`config.mk`:
```
export PLATFORM = sky130hd
export DESIGN_NAME = sar_conv_seq
export DESIGN_NICKNAME = d
export VERILOG_FILES = /design/src/rtl/sar_seq_pkg.sv /design/src/rtl/sar_seq_sync.sv /design/src/rtl/sar_seq_ctrl.sv /design/src/rtl/sar_seq_dpath.sv /design/src/rtl/sar_conv_seq.sv
export SDC_FILE = /design/constraint.sdc
export NUM_CORES = 1
export LEC_CHECK = 0
export ABC_AREA = 1
export CAP_MARGIN = 40
export CORE_MARGIN = 2
export CORE_UTILIZATION = 53
export CTS_CLUSTER_SIZE = 12
export DETAILED_ROUTE_END_ITERATION = 8
export PLACE_DENSITY = 0.79
export SKIP_LAST_GASP = 1
export SYNTH_ARGS = -nofsm -noshare
export SYNTH_HDL_FRONTEND = slang
export SYNTH_SLANG_ARGS = --single-unit
```
`constraint.sdc`:
```
create_clock -name clk -period 1.7 [get_ports clk]
set_clock_uncertainty 0.1 [all_clocks]
set_input_delay 0.34 -clock clk [delete_from_list [all_inputs] [get_ports clk]]
set_output_delay 0.34 -clock clk [all_outputs]
set_load 0.005 [all_outputs]
```
`src/rtl/sar_seq_pkg.sv`:
```
package sar_seq_pkg;

  typedef enum logic [1:0] {
    ST_IDLE = 2'd0,
    ST_ACQ  = 2'd1,
    ST_CONV = 2'd2
  } seqStateT;

  // Strobes from control to datapath
  typedef struct packed {
    logic load;    // start conversion: seed MSB trial
    logic step;    // resolve current trial bit
    logic finish;  // last trial, latch result
    logic abort;   // abort, latch marker code
  } sarStrobeT;

endpackage

```
`src/rtl/sar_seq_sync.sv`:
```
module sar_seq_sync #(
  parameter int   STAGES  = 2,
  parameter logic RST_VAL = 1'b0
) (
  input  logic clk,
  input  logic rstN,
  input  logic asyncIn,
  output logic syncOut
);

  logic [STAGES-1:0] chain;

  generate
    for (genvar g = 0; g < STAGES; g++) begin : gStage
      if (g == 0) begin : gFirst
        always_ff @(posedge clk or negedge rstN) begin
          if (!rstN) chain[0] <= RST_VAL;
          else       chain[0] <= asyncIn;
        end
      end else begin : gNext
        always_ff @(posedge clk or negedge rstN) begin
          if (!rstN) chain[g] <= RST_VAL;
          else       chain[g] <= chain[g-1];
        end
      end
    end
  endgenerate

  assign syncOut = chain[STAGES-1];

endmodule

```
`src/rtl/sar_seq_ctrl.sv`:
```
module sar_seq_ctrl
  import sar_seq_pkg::*;
#(
  parameter int RES_BITS = 12,
  parameter int MIN_ACQ  = 4,
  localparam int ACQ_W   = $clog2(MIN_ACQ + 2),
  localparam int RUN_W   = $clog2(RES_BITS + 2)
) (
  input  logic      clk,
  input  logic      rstN,
  input  logic      convLvl,   // synchronised start strobe
  input  logic      selNLvl,   // synchronised active-low select
  input  logic      lastTrial,
  output sarStrobeT strb,
  output logic      busy,
  output logic      sampling,
  output logic      acqErr
);

  seqStateT         state, nextState;
  logic             convPrev, selNPrev;
  logic [ACQ_W-1:0] acqCnt;
  logic             convRise, convFall, selFall, selected;
  logic             acqStart, convStart, earlyStart;

  always_ff @(posedge clk or negedge rstN) begin
    if (!rstN) begin
      convPrev <= 1'b0;
      selNPrev <= 1'b1;
    end else begin
      convPrev <= convLvl;
      selNPrev <= selNLvl;
    end
  end

  assign convRise  = convLvl & ~convPrev;
  assign convFall  = ~convLvl & convPrev;
  assign selFall   = ~selNLvl & selNPrev;
  assign selected  = ~selNLvl;
  assign acqStart  = (convRise && selected) || (selFall && convLvl);
  assign convStart = (convFall && selected) || (selFall && !convLvl);

  always_comb begin
    nextState  = state;
    strb       = '0;
    earlyStart = 1'b0;
    unique case (state)
      ST_IDLE: begin
        if (acqStart) nextState = ST_ACQ;
      end
      ST_ACQ: begin
        if (convStart) begin
          if (int'(acqCnt) >= MIN_ACQ) begin
            nextState = ST_CONV;
            strb.load = 1'b1;
          end else begin
            earlyStart = 1'b1;
          end
        end
      end
      ST_CONV: begin
        if (selFall && convLvl) begin
          strb.abort = 1'b1;
          nextState  = ST_IDLE;
        end else begin
          strb.step = 1'b1;
          if (lastTrial) begin
            strb.finish = 1'b1;
            nextState   = (selected && convLvl) ? ST_ACQ : ST_IDLE;
          end
        end
      end
      default: nextState = ST_IDLE;
    endcase
  end

  always_ff @(posedge clk or negedge rstN) begin
    if (!rstN) begin
      state    <= ST_IDLE;
      busy     <= 1'b0;
      sampling <= 1'b0;
      acqErr   <= 1'b0;
      acqCnt   <= '0;
    end else begin
      state    <= nextState;
      busy     <= (nextState == ST_CONV);
      sampling <= (nextState == ST_ACQ);
      if (earlyStart) acqErr <= 1'b1;
      if (nextState == ST_ACQ && state != ST_ACQ)
        acqCnt <= '0;
      else if (state == ST_ACQ && int'(acqCnt) < MIN_ACQ)
        acqCnt <= acqCnt + 1'b1;
    end
  end

  // Busy run-length counter for the checker
  logic [RUN_W-1:0] busyRun;
  always_ff @(posedge clk or negedge rstN) begin
    if (!rstN)     busyRun <= '0;
    else if (busy) busyRun <= busyRun + 1'b1;
    else           busyRun <= '0;
  end


  busy_len_chk: assert property (@(posedge clk) disable iff (!rstN)
    int'(busyRun) <= RES_BITS);


  busy_after_load_chk: assert property (@(posedge clk) disable iff (!rstN)
    strb.load |=> busy);


  busy_samp_excl_chk: assert property (@(posedge clk) disable iff (!rstN)
    !(busy && sampling));


  abort_drops_busy_chk: assert property (@(posedge clk) disable iff (!rstN)
    (busy && selFall && convLvl) |=> (!busy && !sampling));


  err_sticky_chk: assert property (@(posedge clk) disable iff (!rstN)
    acqErr |=> acqErr);


  early_ignored_chk: assert property (@(posedge clk) disable iff (!rstN)
    earlyStart |=> (sampling && !busy && acqErr));

endmodule

```
`src/rtl/sar_seq_dpath.sv`:
```
module sar_seq_dpath
  import sar_seq_pkg::*;
#(
  parameter int                RES_BITS   = 12,
  parameter logic [RES_BITS-1:0] ABORT_CODE = 12'hFE0
) (
  input  logic                clk,
  input  logic                rstN,
  input  sarStrobeT           strb,
  input  logic                cmpIn,
  output logic [RES_BITS-1:0] trialCode,
  output logic [RES_BITS-1:0] resultOut,
  output logic                lastTrial
);

  localparam logic [RES_BITS-1:0] MSB_ONE = {1'b1, {(RES_BITS-1){1'b0}}};

  logic [RES_BITS-1:0] sarReg, trialMask, resolved;

  // Keep the trial bit on a high comparator answer, clear it otherwise
  assign resolved  = cmpIn ? sarReg : (sarReg & ~trialMask);
  assign lastTrial = trialMask[0];
  assign trialCode = sarReg;

  always_ff @(posedge clk or negedge rstN) begin
    if (!rstN) begin
      sarReg    <= '0;
      trialMask <= '0;
    end else if (strb.load) begin
      sarReg    <= MSB_ONE;
      trialMask <= MSB_ONE;
    end else if (strb.abort) begin
      trialMask <= '0;
    end else if (strb.step) begin
      sarReg    <= resolved | (trialMask >> 1);
      trialMask <= trialMask >> 1;
    end
  end

  always_ff @(posedge clk or negedge rstN) begin
    if (!rstN)            resultOut <= '0;
    else if (strb.abort)  resultOut <= ABORT_CODE;
    else if (strb.finish) resultOut <= resolved;
  end


  result_hold_chk: assert property (@(posedge clk) disable iff (!rstN)
    !(strb.finish || strb.abort) |=> $stable(resultOut));


  msb_seed_chk: assert property (@(posedge clk) disable iff (!rstN)
    strb.load |=> (trialCode == MSB_ONE));


  abort_code_chk: assert property (@(posedge clk) disable iff (!rstN)
    strb.abort |=> (resultOut == ABORT_CODE));


  mask_onehot_chk: assert property (@(posedge clk) disable iff (!rstN)
    $onehot0(trialMask));

endmodule

```
`src/rtl/sar_conv_seq.sv`:
```
module sar_conv_seq
  import sar_seq_pkg::*;
#(
  parameter int RES_BITS    = 12,
  parameter int MIN_ACQ     = 4,
  parameter int SYNC_STAGES = 2
) (
  input  logic                clk,
  input  logic                rstN,
  input  logic                convStartIn,
  input  logic                chipSelN,
  input  logic                cmpIn,
  output logic [RES_BITS-1:0] trialCode,
  output logic                busy,
  output logic                sampling,
  output logic [RES_BITS-1:0] resultOut,
  output logic                acqErr
);

  logic      convLvl, selNLvl, lastTrial;
  sarStrobeT strb;

  sar_seq_sync #(.STAGES(SYNC_STAGES), .RST_VAL(1'b0)) u_syncConv (
    .clk(clk), .rstN(rstN), .asyncIn(convStartIn), .syncOut(convLvl)
  );

  sar_seq_sync #(.STAGES(SYNC_STAGES), .RST_VAL(1'b1)) u_syncSel (
    .clk(clk), .rstN(rstN), .asyncIn(chipSelN), .syncOut(selNLvl)
  );

  sar_seq_ctrl #(.RES_BITS(RES_BITS), .MIN_ACQ(MIN_ACQ)) u_ctrl (
    .clk(clk), .rstN(rstN), .convLvl(convLvl), .selNLvl(selNLvl),
    .lastTrial(lastTrial), .strb(strb), .busy(busy),
    .sampling(sampling), .acqErr(acqErr)
  );

  sar_seq_dpath #(.RES_BITS(RES_BITS)) u_dpath (
    .clk(clk), .rstN(rstN), .strb(strb), .cmpIn(cmpIn),
    .trialCode(trialCode), .resultOut(resultOut), .lastTrial(lastTrial)
  );

endmodule

```
Word-level counts from Yosys, hierarchy flattened
Index checks and enable logic that the tools add are counted.
- reduce and logical (&&, ||, !) cells: 16
- bitwise logic cells: 9
- add/subtract/negate cells: 1
- order comparisons: 2
- equality and inequality tests: 6
- multiplexer cells: 28
- operators with widths (operator ; number):
    $mux 12 ; 9
    $and 12x12->12 ; 1
    $mux 2 ; 6
    $not 12->12 ; 1
    $or 12x11->12 ; 1
    $mux 1 ; 9
    $mux 3 ; 3
    $logic_and 1x1->1 ; 7
    $pmux 2 s3 ; 1
    $reduce_bool 2->1 ; 3
    $eq 2x1->1 const B ; 2
    $eq 2x2->1 const B ; 2
    $ne 2x1->1 const B ; 2
    $add 3x1->3 const B ; 1
    $and 1x1->1 ; 3
    $ge 3x3->1 const B ; 1
    $lt 3x3->1 const B ; 1
    $not 1->1 ; 3
    $reduce_bool 3->1 ; 1
    $logic_not 2->1 ; 1
    $logic_or 1x1->1 ; 2
    $reduce_and 2->1 ; 1
    $logic_not 1->1 ; 1
- logic and storage cells: 76
- register bits: 50
- output and inout port bits: 27

Longest topological paths before layout
- word-level depth: 9
- mapped depth: 8
- gate-level depth less buffers: 8

Hierarchy
A second synthesis with hierarchy kept.
- cell total of the unflattened synthesis: 245
- area total of the unflattened synthesis: 2163.3 um^2
- modules (own cells, without submodules) (module ; cells each ; area an instance (um^2) ; sequential area each (um^2) ; instances):
    sar_seq_dpath ; 179 ; 1534.0 ; 900.9 ; 1
    sar_seq_ctrl ; 62 ; 526.8 ; 251.5 ; 1
    sar_seq_sync at u_syncSel ; 2 ; 52.6 ; 52.6 ; 1
    sar_seq_sync at u_syncConv ; 2 ; 50.0 ; 50.0 ; 1

Worst setup path before layout
OpenSTA, ideal clock, no wires.
- path kind: reg2reg
- from: reg u_ctrl.selNPrev
- to: reg u_dpath.resultOut[4]
- buffers on the path: 1
- arrival: 1.152 ns
- cell stages (with the launch flop): 6
- clock period less this slack: 1.373 ns
- library setup time: 0.121 ns
- required time: 1.479 ns
- path slack: 0.327 ns
- cell sequence: dfstp_2 nand3_2 nand2_2 nor2_4 buf_6 a22o_1
- longest elaborated chain between the ends: 5
- ends and longest elaborated chain (item ; line ; text):
    start, declared ; sar_seq_ctrl.sv:21 ; logic convPrev, selNPrev;
    start signal, assigned ; sar_seq_ctrl.sv:32 ; selNPrev <= selNLvl;
    $and 1x1->1 (*) ; sar_seq_ctrl.sv:38 ; assign selFall = ~selNLvl & selNPrev;
    $logic_and 1x1->1 (*) ; sar_seq_ctrl.sv:62 ; if (selFall && convLvl) begin
    $mux 1 / $mux 2 (equally long branches) ; sar_seq_ctrl.sv:62 ;
    $mux 3 (*) ; sar_seq_ctrl.sv:47 ; unique case (state)
    $mux 12 / $reduce_bool 2->1 (equally long branches) ; - ;
    end signal, assigned ; sar_seq_dpath.sv:43 ; else if (strb.finish) resultOut <= resolved;
    end, declared ; sar_seq_dpath.sv:12 ; output logic [RES_BITS-1:0] resultOut,
Every way passes the cells marked *; elsewhere a longest branch is shown, timed or not.
A chain may end at the register's enable or synchronous reset.

Worst setup path in the final report
- from: reg u_dpath.sarReg[5] (netlist: u_dpath.trialCode[5])
- to: out trialCode[5]
- RTL lines (item ; line ; text):
    start, declared ; sar_seq_dpath.sv:18 ; logic [RES_BITS-1:0] sarReg, trialMask, resolved;
    start signal, assigned ; sar_seq_dpath.sv:35 ; sarReg <= resolved | (trialMask >> 1);
    end, declared ; sar_conv_seq.sv:13 ; output logic [RES_BITS-1:0] trialCode,
No word-level cell between the ends.

==> flow_metrics.tcl <==
set metrics [dict create \
    status "completed" \
    hold_viol 0 \
    max_cap_viol_count 0 \
    ys_warn_count 0 \
    synth_ff_type "dfrtp_1" \
    tightest_slew_ps 275 \
    p_leak_nw 1.23 \
    min_period_ps 1650 \
    fp.coreArea_mm2 0.00374 \
    slowest_stage "clkdlybuf4s50_1" \
    cts_tree "built" \
    cts_max_path_buffers 2 \
    busiest_layer "met2" \
    synth_edf_count 0 \
    drtIter0Drc 144 \
    gr-usage-met2_pct 36.3 \
    insertion_delay_ps 310 \
    setup_violations 0 \
    hp-class "reg2reg" \
    critical_path_required_ps 1260 \
    gp_congestion 0.814 \
    power_mw 3.41 \
    mostFrequentLayoutCell "dfrtp_1" \
    io_pins 32 \
    use_met3_pct 5.57 \
    netlist_area_mm2 0.00210 \
    finalWirelength_um 4060 \
    path_class "reg2out" \
    synth_seq_cells 50 \
    grt_pass1_wl_um 6980 \
    grt_pass1_vias 1560 \
    seq_area_frac_synth_pct 59.7 \
    drive_gt1_share_pct 14.7 \
    synthArstFlopShare_pct 100 \
    postSynthAreaPerCell_um2 9.69 \
    final_cells 313 \
    seq_power_share_pct 47.5 \
    die_h_um 67.0 \
    r2r_slack_ps 130 \
    max_stage_delay_ps 510 \
    startpoint_type "flip-flop" \
    rsz0062_at_grt "false" \
    yosysTopAreaCell "dfrtp_1" \
    root_buffer "clkbuf_8" \
    p_per_area_mw_per_mm2 1280 \
    critPathBufInv 1 \
    mostFrequentLayoutCells "dfrtp_1, nand2_1, inv_1" \
    rows 22 \
    cpLargestDelayFamily "buffers and inverters" \
    worstPathArrival_ps 1210 \
    hold_slack_ps 256 \
    routed_via_density 5.18 \
    num_vias 1621 \
    syn_inst 217 \
    grtUsageTotal_pct 21.2 \
    post-route-period-util_pct 97.3 \
    drc 0 \
    dp_cells 302 \
    power.switching_mw 1.09 \
    grt_max_degree 51 \
    vdd_drop_max_mv 0.894 \
    fin_ws_ps 46.7 \
    start_util_pct 56.1 \
    synth_cell_types 26 \
    multi_input_area_um2 694 \
    crit_chain "clkdlybuf4s50_1" \
    cp-end-kind "primary output" \
    antenna_found_initial 0 \
    p_int_mw 2.32 \
    cts_sinks 50 \
    die_width_um 67.0 \
    path_clk_slew_ps 90 \
    dp_hpwl_um 2960 \
    pwr-share-comb_pct 31.8 \
    finalSetupTns_ps 0 \
    syn_to_final_growth_pct 26.5 \
    fmax_mhz 605 \
    relSlewSlack_pct 81.7 \
    regArea_mm2 0.00125 \
    globalRouteMet1Util_pct 26.1 \
    grt-ovfl-total 0 \
    firstDrtPassIters 4 \
    die_area_mm2 0.00449 \
    final_net_count 271 \
    yosysTopAreaCellShare_pct 56.0 \
    pre_cts_slack_ps 71.3 \
    clockPowerShare_pct 20.7 \
    post_drt_wl_per_cell_um 13.0 \
    slew_viol_final 0 \
    n_antenna_cell 0 \
    n_fill_cell 294 \
    ant_nets 0 \
    port_buffers 31 \
    cp_max_fo 3 \
    cts_inserted_buffers 5 \
    htreeDepth 2 \
    synth.net_count 224 \
    synth_top_cells_by_area "dfrtp_1, nand2_1, inv_1" \
    sw_frac_of_total_pct 31.9 \
]
## state kept, by name (all words and copies together), names as in the netlist
register	count
u_ctrl.acqCnt	3
u_ctrl.acqErr	1
u_ctrl.busy	1
u_ctrl.convPrev	1
u_ctrl.sampling	1
u_ctrl.selNPrev	1
u_ctrl.state	2
u_dpath.resultOut	12
u_dpath.trialCode	12
u_dpath.trialMask	12
u_syncConv.chain	1
u_syncConv.syncOut	1
u_syncSel.chain	1
u_syncSel.syncOut	1
## stage by stage
step | utilization, % | cell area (um^2)
after global routing | 71.0 | 2660
after floorplan | - | 2100
after CTS | 70.0 | 2620
after detailed placement | 67.1 | 2510
final | 71.0 | 2660
after global placement | 67.1 | 2510
## kinds of logic after synthesis
group	Yosys count	share of synthesized area, %
adder cells (fa/ha/maj)	2	1.19
AO/OA/AOI/OAI	61	16.0
buffers and inverters	38	7.86
AND/OR/NAND/NOR	66	15.2
flip-flops	50	59.7
## synth_stat cells (2+ instances only)
cell / instances
o21ai_1: 2
nand2_1: 38
nor2_4: 3
o21ai_0: 21
o22ai_1: 10
a21oi_1: 21
dfstp_2: 3
nor2_2: 2
o211ai_1: 2
buf_6: 3
nand2_2: 5
nor2_1: 10
dfrtp_1: 47
o21bai_1: 2
inv_2: 2
ha_1: 2
inv_1: 33
nand3_1: 3
## path summary, 6_finish.rpt
check                                     start              endpoint  cells after the start
min reg2reg                 u_syncConv.chain[0]    u_syncConv.syncOut                      0
max in group asynchronous                  rstN     u_syncSel.syncOut                      3
min in group asynchronous                  rstN       u_ctrl.state[0]                      3
max reg2reg                     u_ctrl.selNPrev  u_dpath.resultOut[7]                      7
min                         u_syncConv.chain[0]    u_syncConv.syncOut                      0
max                        u_dpath.trialCode[5]          trialCode[5]                      1
## cell type report
class / count / area share, %
Sequential cell: 50 / 47.2
Multi-Input combinational cell: 129 / 26.1
Inverter: 35 / 4.94
Clock buffer: 6 / 3.11
Timing Repair Buffer: 43 / 15.9
Tap cell: 48 / 2.26
Clock inverter: 2 / 0.471
## metal layers
layer  part of all wire [%]  wire length [um]
met4                    1.7                68
met5                      0                 0
met3                    4.4               179
met2                     50              2020
met1                     44              1790
## power groups by stage
| stage | Sequential [mW] | Clock (mW) | Combinational (mW) |
|---|---|---|---|
| global placement | 1.63 | 0 | 1.05 |
| finish | 1.62 | 0.707 | 1.08 |
| floorplan | 1.64 | 0 | 0.556 |
| detailed placement | 1.65 | 0 | 1.08 |
| global route | 1.66 | 0.773 | 1.22 |
| CTS | 1.62 | 0.726 | 1.09 |
## repair_timing
| action | 4_1_cts | 5_1_grt |
|---|---|---|
| setup endpoints to repair | 0 | 8 |
| setup buffers | 0 | 2 |
| endpoints found under the hold margin | 47 | 0 |
| hold buffers | 1 | 0 |
| gates resized for setup | 0 | 2 |
(Power assumes the default switching activity.)
